===== config.mk =====
export PLATFORM = sky130hd
export DESIGN_NAME = iso_id_shifter
export DESIGN_NICKNAME = d
export VERILOG_FILES = /design/src/rtl/iso_id_shifter.sv
export SDC_FILE = /design/constraint.sdc
export NUM_CORES = 1
export LEC_CHECK = 0
export ABC_AREA = 0
export BUFFER_PORTS_ARGS = -buffer_cell sky130_fd_sc_hd__buf_2
export CAP_MARGIN = 20
export CORE_MARGIN = 2
export CORE_UTILIZATION = 43
export CTS_CLUSTER_SIZE = 14
export DETAILED_ROUTE_END_ITERATION = 8
export PLACE_DENSITY = 0.79
export SYNTH_ARGS = -nofsm -noshare
export SYNTH_HDL_FRONTEND = slang
export SYNTH_SLANG_ARGS = --single-unit

===== constraint.sdc =====
create_clock -name clk -period 2.1 [get_ports clk]
set_clock_uncertainty 0.2 [all_clocks]
set_input_delay 0.42 -clock clk [delete_from_list [all_inputs] [get_ports clk]]
set_output_delay 0.42 -clock clk [all_outputs]
set_load 0.01 [all_outputs]

===== src/rtl/iso_id_shifter.sv =====
module iso_id_shifter #(
  parameter int ID_W = 64,
  parameter int CK_W = 8,
  parameter logic [CK_W-1:0] SEED = 8'h6A,
  parameter logic [7:0] ONE_PAT = 8'h55
) (
  input  logic            clk,
  input  logic            rst_n,
  input  logic            wake,
  input  logic [ID_W-1:0] ident,
  input  logic            rd,
  output logic [7:0]      rd_data,
  output logic            iso_active,
  output logic            iso_done,
  output logic [CK_W-1:0] csum,
  output logic            csum_valid
);
  localparam int TOT = ID_W + CK_W;
  localparam int PW  = $clog2(TOT + 1);
  localparam int IW  = $clog2(ID_W);
  localparam int CW  = $clog2(CK_W);
  localparam logic [PW-1:0] LAST_POS = PW'(TOT - 1);
  localparam logic [PW-1:0] ID_END   = PW'(ID_W);
  localparam logic [PW-1:0] ID_LAST  = PW'(ID_W - 1);

  logic [PW-1:0]   pos;
  logic            pair;
  logic [CK_W-1:0] lfsr;

  wire            in_id  = pos < ID_END;
  wire [PW-1:0]   ck_off = pos - ID_END;
  wire            cur_bit = in_id ? ident[pos[IW-1:0]] : lfsr[ck_off[CW-1:0]];
  wire            fb      = lfsr[0] ^ lfsr[1] ^ cur_bit;
  wire [PW-1:0]   pos_nxt = (pos == LAST_POS) ? '0 : pos + 1'b1;
  wire            rd_iso  = rd && iso_active;

  assign csum = lfsr;

  always_ff @(posedge clk or negedge rst_n) begin
    if (!rst_n) begin
      pos        <= '0;
      pair       <= 1'b0;
      lfsr       <= SEED;
      rd_data    <= 8'h00;
      iso_active <= 1'b0;
      iso_done   <= 1'b0;
      csum_valid <= 1'b0;
    end else begin
      iso_done <= 1'b0;
      if (wake) begin
        pos        <= '0;
        pair       <= 1'b0;
        lfsr       <= SEED;
        iso_active <= 1'b1;
        csum_valid <= 1'b0;
      end else if (rd && !iso_active) begin
        rd_data <= 8'h00;
      end else if (rd_iso && !pair) begin
        rd_data <= cur_bit ? ONE_PAT : 8'h00;
        if (in_id) lfsr <= {fb, lfsr[CK_W-1:1]};
        if (pos == ID_LAST) csum_valid <= 1'b1;
        pos  <= pos_nxt;
        pair <= 1'b1;
      end else if (rd_iso) begin
        rd_data <= {rd_data[6:0], 1'b0};
        pair    <= 1'b0;
        if (pos == '0) begin
          iso_active <= 1'b0;
          iso_done   <= 1'b1;
        end
      end
    end
  end
endmodule



-- Word-level counts from Yosys, hierarchy flattened
Cells that the tools add are included.
- bits in registers: 27
- latch bits: 0
- bits in writable memories: 0
- ROM bits: 0
- bits of input ports: 68
- output and inout bits: 19
- memories kept: 0
- $add $sub $neg: 2
- multiply operators: 0
- divide/modulo/power cells: 0
- order comparisons: 3
- eq/ne operators: 4
- shifts and indexed selects: 0
- mux-type cells: 35
- bitwise logic cells: 3
- reductions and logical operators: 19
- operator list (operator ; number):
    8-bit 2-to-1 mux ; 7
    7-bit 2-to-1 mux ; 5
    1-bit 2-to-1 mux ; 21
    2-bit nonzero test ; 5
    7-bit by 1-bit adder with 7-bit output (second input constant) ; 1
    7-bit by 6-bit equality test with 1-bit output (second input constant) ; 1
    7-bit equality test (second input constant) ; 1
    7-bit logical NOT ; 1
    6-bit by 7-bit less-than comparator with 1-bit output (second input constant) ; 1
    7-bit less-than comparator (second input constant) ; 1
    1-bit binary-select mux with 6-bit select ; 1
    2-bit AND reduction ; 3
    3-bit AND reduction ; 2
    3-bit nonzero test ; 2
    3-bit by 4-bit less-than comparator with 1-bit output (second input constant) ; 1
    2-bit != test (second input constant) ; 2
    4-bit AND reduction ; 1
    1-bit binary-select mux with 3-bit select ; 1
    1-bit logical AND ; 3
    3-bit by 1-bit subtractor with 3-bit output (second input constant) ; 1
    1-bit logical NOT ; 2
    1-bit XOR ; 2
    1-bit inverter ; 1

-- Logic depth before layout (Yosys ltp)
- word-level depth: 9
- gate-level depth with buffers: 8
- gate-level depth less buffers: 6

-- Worst setup path before layout
No wires, ideal clock.
- path kind: register to register
- from: register pos[0]
- to: register rd_data[2]
- setup time: 141 ps
- arrival time: 1868 ps
- path slack: -109 ps
- cell stages (with the launch flop): 8
- buffers on the path: 1
- period minus slack after synthesis: 2209 ps
- cell sequence: dfrtp_1 -> buf_6 -> mux4_2 -> a22oi_1 -> nand3_1 -> nor4bb_4 -> o31ai_4 -> o211ai_1
- word-level cells in the longest chain between the ends: 7
- elaborated cells between the ends (all ways): 10
- classes of those cells: add/sub (1); order compare (1); mux (8)
- RTL lines (what ; RTL line ; text):
    start, declared ; 26 ; logic [PW-1:0] pos;
    start signal, assigned ; 62 ; pos <= pos_nxt;
    3-bit by 1-bit subtractor with 3-bit output ; 31 ; wire [PW-1:0] ck_off = pos - ID_END;
    1-bit binary-select mux with 3-bit select ; 32 ; wire cur_bit = in_id ? ident[pos[IW-1:0]] : lfsr[ck_off[CW-1:0]];
    1-bit 2-to-1 mux (not written as such) ; 32 ;
    1-bit 2-to-1 mux * ; 32 ;
    7-bit 2-to-1 mux * ; 59 ; rd_data <= cur_bit ? ONE_PAT : 8'h00;
    8-bit 2-to-1 mux * ; 58 ; end else if (rd_iso && !pair) begin
    8-bit 2-to-1 mux * ; 56 ; end else if (rd && !iso_active) begin
    end signal, assigned ; 59 ;
    end signal, assigned ; 65 ; rd_data <= {rd_data[6:0], 1'b0};
    end, declared ; 12 ; output logic [7:0] rd_data,
Mark *: on every way between the ends. The rest lies on a longest branch, timed or not. The select of a mux whose other input is x is not followed.
A chain may end at the register's enable or synchronous reset.

-- Worst setup path after layout
- from: register pos[0]
- to: register rd_data[6]
The elaborated chain is that of the path after synthesis.

==> metrics.txt <==
Placer Congestion 0.824; H-tree levels 1; cell taking the most area after synthesis dfrtp_1; Commonest cells post-synth dfrtp_1, mux2i_1, nand2_1; R2R depth 6; failing checks setup timing; clk root buf clkbuf_8; FILL cells 368; Critical Path Max Stage Delay 510 ps; worst hold path endpoint pair$_DFFE_PN0P_; Core Box Area 4380 um2; simple-gate share of the synthesized area 20.9%; Clock Path Buffers 2; Setup-failing EPs final 5; largest net degree at the start of global routing 28; Yosys reg bits 27; worst reg2reg path startpoint pos[0]$_DFFE_PN0P_; CP arrival 2200 ps; Worst IR Drop VDD 312 uV; max-cap viol count 0; global-route wire length before repair 8020 um; Tcrit/Tclk final 108%; TritonCTS clock tree yes; Layout Nets 365; RSZ-0062 raised after global routing true; chip width 71.8 um; CP top delay family compound AO/OA/AOI/OAI gates; R2R Setup Slk -160 ps; EDFF count, synth 0; top-count cell post-synth dfrtp_1; Logic pwr share 35.4%; relative slew slack 60.2%; element type at the critical path end flop; post-route worst setup slack -165 ps; leak pwr 1.19 nW; Fmax 442 MHz; drt wl/cell 14.6 um; post-synth net total 269; DR DRC count 0; synthesis-to-layout area growth 34.3%; share of cells above drive strength 1 46.6%; Starting Density 45.1%; Hold WS 282 ps; placed cell areas 2520 um2; Setup CP Type flop to flop; DP HPWL 3840 um; Vias 1927; Ports 87; Seq/Total Area, Yosys 34.4%; number of distinct library cells after synthesis 44; Starting DRT DRC Count 62; Antenna Nets Post-Route 0; Fin. Hold Viols 0; Design Area, Final 2660 um2; worst path required time 2040 ps; ant diodes 0; complex-gate fraction of the synthesized area 16.4%; asr flop ratio synth 100%; Mapped Cells 199; vias per std cell 5.57; net switching power 0.000432 W; post-synthesis average cell area 9.95 um2; Slew @ Worst Pin 597 ps; vias in the first global route 1788; full die area 5160 um2; max-slew violations 0; largest family of logic cells by synthesized area simple AND/OR/NAND/NOR gates; fin crit period 2260 ps; Synth top area share 29.1%; Clock transition at path regs 90 ps; antenna violations before repair 0; Clock Power Share 20.7%; Post-Synth Adder-Cell Area 1.26%; Total GRT Usage 19.5%; Std-Cell Rows 24; Post-Synth XOR/XNOR Area 1.33%; power per cell area 532 nW/um2; CTS buffer count 3; Sw Share 30.5%; Clock Latency Late Sink 270 ps; ys flop type dfrtp_1; outcome complete, but fails checks; worst hold-check path type input pin to flop; Worst Path Max Fanout 4; chip height 71.8 um; Hold Startpoint rd; Worst Hold Path Cells 4; post-synthesis mux area share 20.0%; Synth area leaders dfrtp_1, mux2i_1, mux4_2; yosys warns 0; PortBufs 86; critical path launch point type flop; Remaining Overflow, GRT 0; sequential fraction of design power 44.0%; CP bufs+invs 0; WL final 5070 um; r2r endpoint rd_data[6]$_DFFE_PN0P_; drt pass-1 iters 6; CTS Sinks 27; slowest CP cell mux4_2; Syn Std Cell Area 1980 um2; cell-internal power 0.000982 W; Critical Path, Cell by Cell mux4_2 -> a22o_1 -> a211oi_2 -> nor4bb_4 -> o31ai_4 -> o211ai_1
state kept, by name, indices dropped and copies added, names as in the netlist:
name,flops
pos,7
rd_data,8
iso_active,1
iso_done,1
csum_valid,1
csum,8
pair,1
cell type report:
cell class / instances / area (um2) / area share (%)
Tap cell: 52 / 65.1 / 2.45
Inverter: 3 / 11.3 / 0.424
Clock buffer: 4 / 45.0 / 1.69
Sequential cell: 27 / 683 / 25.7
Timing Repair Buffer: 106 / 621 / 23.4
Multi-Input combinational cell: 154 / 1230 / 46.4
stage by stage:
| stage | TNS (ps) | utilization [%] | total power, W | setup slack [ps] | instances |
|---|---|---|---|---|---|
| 6_report | -672 | 60.6 | 0.00141 | -165 | 346 |
| 5_1_grt | -1170 | 60.6 | 0.00149 | -252 | 346 |
| 4_1_cts | -676 | 59.6 | 0.00142 | -158 | 346 |
| 3_5_place_dp | -974 | 57.6 | 0.00110 | -223 | 339 |
| 3_3_place_gp | -732 | 57.6 | 0.00109 | -161 | 339 |
| 2_1_floorplan | -175 | - | 0.000909 | -51.7 | 199 |
cells by family after synthesis:
kind of cell	after synthesis
adder cells (fa/ha/maj)	2
AO/OA/AOI/OAI	44
flip-flops	27
XOR/XNOR	3
buffers and inverters	18
AND/OR/NAND/NOR	77
multiplexers	28
power by group through the flow:
stage               Clock [W]  Sequential [W]  Combinational (W)
finish               0.000292        0.000622           0.000501
global route         0.000317        0.000629           0.000547
CTS                  0.000298        0.000621           0.000496
detailed placement          0        0.000628           0.000471
global placement            0        0.000628           0.000462
floorplan                   0        0.000632           0.000277
worst max path at each step:
stage,depth (start not counted),startpoint,slack [ps],end
floorplan,7,pos[0]$_DFFE_PN0P_,-50,rd_data[2]$_DFFE_PN0P_
global placement,6,pos[0]$_DFFE_PN0P_,-160,rd_data[2]$_DFFE_PN0P_
detailed placement,6,pos[0]$_DFFE_PN0P_,-220,rd_data[4]$_DFFE_PN0P_
CTS,6,pos[0]$_DFFE_PN0P_,-160,rd_data[4]$_DFFE_PN0P_
global route,6,pos[0]$_DFFE_PN0P_,-250,rd_data[2]$_DFFE_PN0P_
finish,6,pos[0]$_DFFE_PN0P_,-160,rd_data[6]$_DFFE_PN0P_
metal layers:
metal  vias to the layer above  track usage [%]  wire length, um
li1                        931                -                -
met1                       907             25.4             2160
met2                        85             33.6             2440
met3                         4             2.67              434
met4                         0             5.87               35
met5                         -                0                0
worst min-delay path, delay by kind of cell:
family          cells  cell delay (ps)
simple gates        2              130
buf+inv             1              110
compound gates      1               60
layout by cell type (no fill, tap or decap), types with 9 or more instances in the layout:
master	n
a21oi_1	9
buf_2	86
buf_4	16
dfrtp_1	21
mux2i_1	19
mux4_2	9
nand2_1	17
nand3_1	14
nor2_1	16
repair_timing:
action                     CTS  global route
pin swaps                    2             5
cloned                       0             0
gates resized for setup      4            11
setup endpoints to repair    6             8
buffers inserted             2             0
hold buffers                 1             0
hold endpoints to repair    23             0
Note: power is estimated with default switching activity, not from simulation.
